## config.mk

```make
export PLATFORM = sky130hd
export DESIGN_NAME = stacked_pwm5
export DESIGN_NICKNAME = d
export VERILOG_FILES = /design/src/rtl/stacked_pwm5.sv
export SDC_FILE = /design/constraint.sdc
export NUM_CORES = 2
export LEC_CHECK = 0
export ABC_AREA = 1
export BUFFER_PORTS_ARGS = -buffer_cell sky130_fd_sc_hd__clkbuf_2
export CORE_MARGIN = 3
export CORE_UTILIZATION = 61
export CTS_BUF_LIST = sky130_fd_sc_hd__clkbuf_4
export DETAILED_ROUTE_END_ITERATION = 10
export PLACE_DENSITY = 0.78
export SYNTH_ARGS = -nofsm -noshare
export SYNTH_HDL_FRONTEND = slang
export SYNTH_SLANG_ARGS = --single-unit
```

## constraint.sdc

```tcl
create_clock -name clk -period 25.4 [get_ports clk]
set_clock_uncertainty 0.15 [all_clocks]
set_input_delay 0 -clock clk [delete_from_list [all_inputs] [get_ports clk]]
set_output_delay 0 -clock clk [all_outputs]
set_load 0.05 [all_outputs]
```

## src/rtl/stacked_pwm5.sv

```systemverilog
module stacked_pwm5 #(
  parameter int ACC_W = 16,
  parameter int CNT_W = 10,
  parameter int AMP_W = 8,
  parameter int DT_W  = 4
) (
  input  logic             clk,
  input  logic             rst_n,
  input  logic [ACC_W-1:0] freq_i,
  input  logic [CNT_W-1:0] per_i,
  input  logic [AMP_W-1:0] amp_i,
  input  logic [DT_W-1:0]  dt_i,
  output logic [23:0]      gate_o,
  output logic [8:0]       level_o
);
  localparam int MAG_W = 11;
  localparam int SH    = MAG_W + AMP_W - 1;
  localparam int PW    = MAG_W + AMP_W + CNT_W;
  localparam int RW    = CNT_W + 3;

  logic [ACC_W-1:0] acc;
  logic [CNT_W-1:0] cnt;
  logic             up;
  logic signed [RW-1:0] cs, ps;

  assign cs = $signed(RW'(cnt));
  assign ps = $signed(RW'(per_i));

  always_ff @(posedge clk or negedge rst_n)
    if (!rst_n) begin
      acc <= '0;
      cnt <= '0;
      up  <= 1'b1;
    end else begin
      acc <= acc + freq_i;
      if (up) begin
        if (cnt < per_i) cnt <= cnt + CNT_W'(1);
        else begin
          up <= 1'b0;
          if (cnt != '0) cnt <= cnt - CNT_W'(1);
        end
      end else if (cnt != '0) cnt <= cnt - CNT_W'(1);
      else begin
        up <= 1'b1;
        if (per_i != '0) cnt <= CNT_W'(1);
      end
    end

  for (genvar p = 0; p < 3; p++) begin : g_ph
    localparam logic [ACC_W-1:0] OFF = ACC_W'((longint'(p) << ACC_W) / 3);
    logic [ACC_W-1:0]     ph;
    logic [7:0]           idx;
    logic [17:0]          pq;
    logic [MAG_W-1:0]     mag;
    logic [PW-1:0]        prod;
    logic [CNT_W:0]       mq;
    logic signed [RW-1:0] r;
    logic [2:0]           lv_n, lv;
    logic [3:0]           want;

    assign ph   = acc + OFF;
    assign idx  = ph[ACC_W-2] ? ~8'(ph >> (ACC_W-10)) : 8'(ph >> (ACC_W-10));
    assign pq   = {10'd0, idx} * (18'd512 - {10'd0, idx});
    assign mag  = MAG_W'(pq >> 5);
    assign prod = PW'(mag) * PW'(amp_i) * PW'(per_i);
    assign mq   = (CNT_W+1)'(prod >> SH);
    assign r    = ph[ACC_W-1] ? -$signed({2'b00, mq}) : $signed({2'b00, mq});
    assign lv_n = {2'b00, r > cs} + {2'b00, r > cs + ps}
                - {2'b00, r < cs - ps} - {2'b00, r < cs - ps - ps};

    always_ff @(posedge clk or negedge rst_n)
      if (!rst_n) lv <= '0;
      else        lv <= lv_n;

    assign level_o[3*p +: 3] = lv;

    always_comb
      case (lv)
        3'b010:  want = 4'b1111;
        3'b001:  want = 4'b0111;
        3'b000:  want = 4'b1100;
        3'b111:  want = 4'b0001;
        default: want = 4'b0000;
      endcase

    for (genvar j = 0; j < 4; j++) begin : g_pr
      logic            st;
      logic [DT_W-1:0] dc;

      always_ff @(posedge clk or negedge rst_n)
        if (!rst_n) begin
          st <= 1'b0;
          dc <= '0;
        end else if (dc != '0) dc <= dc - DT_W'(1);
        else if (want[j] != st) begin
          st <= want[j];
          dc <= dt_i;
        end

      assign gate_o[8*p+2*j]   = rst_n && dc == '0 && st;
      assign gate_o[8*p+2*j+1] = rst_n && dc == '0 && !st;
    end
  end
endmodule

```

## Word level (Yosys, flattened, before mapping)

Index checks and enable logic that the tools add are counted.

- Logic and storage cells: 268
- Bits in read-only memories: 0
- Bits in latches: 0
- Output and inout port bits: 33
- Flip-flop bits (word level): 96
- Memory bits (writable): 0
- Memories kept: 0

- Muxes and demuxes: 41
- Bitwise operators: 15
- Magnitude comparators: 13
- Add/sub/neg operators: 35
- Reductions and logical operators: 103
- Multiply operators: 9
- Div/mod/pow operators: 0
- Eq/ne operators: 22
- Shifts and indexed selects: 0

Operators with widths:

| kind | number |
|---|---|
| $mux W4 | 24 |
| $mul A19 B10 Y29 | 3 |
| $mul A11 B8 Y19 | 3 |
| $mux W10 | 5 |
| $logic_not A4 Y1 | 12 |
| $mul A9 B11 Y16 | 3 |
| $pmux W4 S4 | 3 |
| $reduce_bool A4 Y1 | 12 |
| $sub A4 B1 Y4 const B | 12 |
| $gt A13 B11 Y1 | 3 |
| $lt A13 B11 Y1 | 3 |
| $lt A13 B12 Y1 | 3 |
| $mux W13 | 3 |
| $neg A11 Y13 | 3 |
| $logic_and A1 B1 Y1 | 36 |
| $sub A10 B8 Y11 const A | 3 |
| $gt A13 B13 Y1 | 2 |
| $reduce_and A2 Y1 | 13 |
| $mux W8 | 3 |
| $not A8 Y8 | 3 |
| $reduce_bool A2 Y1 | 12 |
| $reduce_bool A10 Y1 | 2 |
| $add A16 B15 Y16 const B | 1 |
| $add A16 B16 Y16 | 1 |
| other kinds (21) | 70 |

## Depth between registers and ports, before layout

- Depth in word-level cells: 13
- Depth in mapped cells: 105

## Least setup slack after synthesis

Ideal clock, no wire load.

- Path kind: reg2reg
- From: register acc[1]
- To: register g_ph[1].lv[1]
- Slack: 9.089 ns
- Required time: 25.187 ns
- Arrival time: 16.098 ns
- Period minus slack after synthesis: 16.311 ns
- Stages on the path, launching flop included: 104
- Path buffers: 0
- Path through: dfrtp_1 > nand2_1 > nand2_1 > nand2_1 > nand2_1 > nand2_1 > nand2_2 > nand2_2 > nand2_4 > nand2_2 > nand2_4 > nand2_4 > nand2_4 > nand2_4 > nand2_1 > nand2_4 > nand2_1 > and2_4 > (+68 left out) > nand2_1 > nand2_4 > xor2_1 > ha_1 > nand2_1 > inv_1 > nand3_1 > a31oi_1 > a2111oi_0 > nand2_1 > xnor2_1 > inv_1 > fa_1 > inv_1 > ha_1 > inv_1 > ha_1 > inv_1

- Word-level cells in the longest chain between the ends: 13
- Elaborated cells on any way between the ends: 16

RTL lines:

| item | RTL line | text |
|---|---|---|
| start, declared | 21 | `logic [ACC_W-1:0] acc;` |
| start signal, assigned | 35 | `acc <= acc + freq_i;` |
| $add A16 B15 Y16 * | 61 | `assign ph = acc + OFF;` |
| $not A8 Y8 | 62 | `assign idx = ph[ACC_W-2] ? ~8'(ph >> (ACC_W-10)) : 8'(ph >> (ACC_W-10));` |
| $mux W8 | 62 |  |
| $sub A10 B8 Y11 | 63 | `assign pq = {10'd0, idx} * (18'd512 - {10'd0, idx});` |
| $mul A9 B11 Y16 | 63 |  |
| $mul A11 B8 Y19 | 65 | `assign prod = PW'(mag) * PW'(amp_i) * PW'(per_i);` |
| $mul A19 B10 Y29 | 65 |  |
| $neg A11 Y13 | 67 | `assign r = ph[ACC_W-1] ? -$signed({2'b00, mq}) : $signed({2'b00, mq});` |
| $mux W13 * | 67 |  |
| $gt A13 B11 Y1 / $gt A13 B13 Y1 (equally long branches) | 68 | `assign lv_n = {2'b00, r > cs} + {2'b00, r > cs + ps}` |
| $add A1 B1 Y2 | 68 |  |
| $sub A2 B1 Y3 | 69 | `- {2'b00, r < cs - ps} - {2'b00, r < cs - ps - ps};` |
| $sub A3 B1 Y3 * | 69 |  |
| named net g_ph[1].lv_n[1] | 58 | `logic [2:0] lv_n, lv;` |
| end signal, assigned | 73 | `else lv <= lv_n;` |
| end, declared | 58 |  |

Mark *: on every way through the listed nets, which the timed path passes. The rest lies on a longest branch.
A chain may end at the register's enable or synchronous reset.

## Worst setup path after layout

- From: register acc[14]
- To: register g_ph[2].lv[1]

- Word-level cells in the longest chain between the ends: 12
- Elaborated cells on any way between the ends: 15

RTL lines:

| item | RTL line |
|---|---|
| $add A16 B16 Y16 * | 61 |
| $mux W8 | 62 |
| $sub A10 B8 Y11 | 63 |
| $mul A9 B11 Y16 | 63 |
| $mul A11 B8 Y19 | 65 |
| $mul A19 B10 Y29 | 65 |
| $neg A11 Y13 | 67 |
| $mux W13 * | 67 |
| $gt A13 B11 Y1 / $gt A13 B12 Y1 (equally long branches) | 68 |
| $add A1 B1 Y2 | 68 |
| $sub A2 B1 Y3 | 69 |
| $sub A3 B1 Y3 * | 69 |
| named net g_ph[2].lv_n[1] | 58 |
| end signal, assigned | 73 |
| end, declared | 58 |

Marked as above.

==> qor.txt <==
outcome: finished clean
R2R cell count: 79
Die Y-Extent: 279 µm
Setup TNS Final: 0 ps
Initial DRT Pass Iterations: 7
crit start category: register
largest net degree at the start of global routing: 59
clock buffer count from CTS: 9
Worst EP required: 25680 ps
Avg Vias per Cell: 5.49
detailed-route via count: 39400
io pins: 73
Starting Density: 61.9%
RSZ-0062 raised after global routing: false
Tcrit/Tclk final: 76.4%
Max FO, Critical Path: 16
Synth Register Bits: 96
Min-Delay Path Class: in2reg
Worst-Margin Slew: 1210 ps
Port Buffers: 72
setup violators final: 0
WL/cell: 16.8 µm
initial antenna violation count: 6
area of the multi-input gates: 37100 µm²
Max Clock Freq: 0.0515 GHz
EDFF count, synth: 0
CTS Buffer Depth: 2
share of cells above drive strength 1: 4.75%
setup bufs post-CTS: 0
clock sink total: 96
clock latency on the worst-skew pair: 510 ps
Setup CP Type: reg2reg
Critical Path Most Common Cell: inv_1
Max-slew headroom: 18.4%
final hold violation count: 0
DRC marker count from the first detailed-route iteration: 3031
maximum capacitance violations: 0
Seq/Total Area, Yosys: 5.28%
FF/Latch Area: 2400 µm²
Syn Std Cell Area: 45500 µm²
Post-DP HPWL: 98.7 mm
gr usage total: 32.2%
Worst path top cell family by delay: adder cells
total gr overflow: 0
crit path buf inv count: 19
Antenna Violating Nets Remaining: 0
post-synth cell types: 65
H-Tree Depth: 3
wire length of the first global-routing pass: 204 mm
CTS tree: built
CP peak stage delay: 920 ps
top-area cell type share of the netlist area: 31.2%
ys async rst share: 100%
Reg clk slew, reported paths: 160 ps
Core Region: 73500 µm²
synth cell count leaders: 1441 x inv_1, 1327 x nand2_1, 709 x fa_1
Slew Viols, Final: 0
syn avg cell area: 7.36 µm²
crit end category: register
die area: 77900 µm²
count leader, synth: inv_1
Final GP Congestion: 0.977
Root Buffer: clkbuf_4
synth top area cells: fa_1 31%, ha_1 17%, inv_1 12%, nand2_1 11%, nor2_1 5.7%
Yosys warning count: 0
Hold Path Stages: 3
Post-synth top flop: dfrtp_1
Slowest cell on crit path: xnor2_1
Die W: 279 µm
Synth Instances: 6181
Area Growth Syn to Fin: 4.02%
vias in the first global route: 40600
# DRC: 0
Routed WL: 121 mm
Layout Nets: 7604
Worst path depth: 79
FP Rows: 99
CP arrival: 19690 ps
final-layout fill cell count: 6469
top cell type by total area after synthesis: fa_1
Final min period: 19400 ps
-- per-stage QoR --
step | utilization (%) | std cells | setup slack [ps] | hold slack (ps) | cell area (µm²)
floorplan | - | 6197 | 9090 | -446 | 45600
global placement | 63.8 | 7134 | 6380 | -125 | 46800
detailed placement | 63.8 | 7134 | 6210 | -118 | 46800
CTS | 64.4 | 7185 | 6110 | 98.5 | 47300
global route | 64.4 | 7187 | 4430 | 122 | 47300
finish | 64.4 | 7187 | 6000 | 152 | 47300
-- state kept, by name, summed over array words and instances (netlist names) --
| name | cells |
|---|---|
| g_ph.g_pr.dc | 48 |
| cnt | 10 |
| acc | 16 |
| g_ph.lv | 9 |
| up | 1 |
| g_ph.g_pr.st | 12 |
-- layout by cell type (no fill, tap or decap), types with 12 or more instances in the layout --
cell type / n
clkbuf_2: 71
o21ai_1: 14
inv_1: 1441
nand2_4: 21
o21bai_1: 21
nor4_1: 12
dfrtp_1: 95
nand3_1: 126
clkinv_1: 14
inv_2: 17
buf_4: 33
nand2_1: 1327
a31oi_1: 12
nor2_1: 692
xor2_1: 118
o211ai_1: 26
nor3_1: 73
nand3b_1: 16
dlygate4sd3_1: 34
nand2_2: 26
or2_2: 57
nor2_2: 15
o21ai_0: 121
xnor2_1: 53
ha_1: 634
fa_1: 709
nand4_1: 46
conb_1: 18
a21oi_1: 239
-- path summary, 6_finish.rpt --
kind,start,to,slack (ps)
worst max register to register,acc[14]$_DFF_PN0_,g_ph[2].lv[1]$_DFF_PN0_,6000
worst max-delay path,acc[14]$_DFF_PN0_,g_ph[2].lv[1]$_DFF_PN0_,6000
worst min-delay path,freq_i[0],acc[0]$_DFF_PN0_,150
max in group asynchronous,rst_n,g_ph[2].g_pr[3].dc[3]$_DFFE_PN0P_,23900
min in group asynchronous,rst_n,acc[5]$_DFF_PN0_,430
worst min register to register,acc[0]$_DFF_PN0_,acc[0]$_DFF_PN0_,380
-- tightest hold or removal path, cell delays in order --
cell           delay [ps]
dlygate4sd3_1         530
clkbuf_2              110
ha_1                  130
-- cell type report --
type                       instances  share of cell area (%)
tap                              959                    2.54
sequential                        96                    5.08
clock inverter                     6                   0.108
inverter                        1472                    11.7
multi-input combinational       4503                    78.4
clock buffer                      10                   0.159
antenna                            2                  0.0106
timing repair buffer             139                    2.04
-- per-layer routing --
metal  track usage [%]  vias to the layer above  routed length (µm)
li1                  -                    18700                   -
met1              43.8                    18800               51300
met2              54.0                     1568               55400
met3              3.87                      306                9990
met4              10.0                        0                4340
met5                 0                        -                   0
-- repair_timing --
action / 4_1_cts / 5_1_grt
hold buffers: 35 / 0
gates resized for setup: 0 / 0
hold endpoints to repair: 97 / 0
-- logic make-up (layout without fill, tap and decap cells) --
logic type	after synthesis	count (layout)	share of synthesized area, %
buffers and inverters	1598	1627	13.3
AOI/OAI and AO/OA	517	517	6.52
DFF	96	96	5.28
adders and majority gates	1343	1343	48.6
and+or+nand+nor	2439	2439	22.4
xor gates and xnor gates	186	186	3.88
other	2	20	0.0165
Power is not shown: default switching activity piles up to over one toggle a cycle in this logic, so the estimate is an artifact.
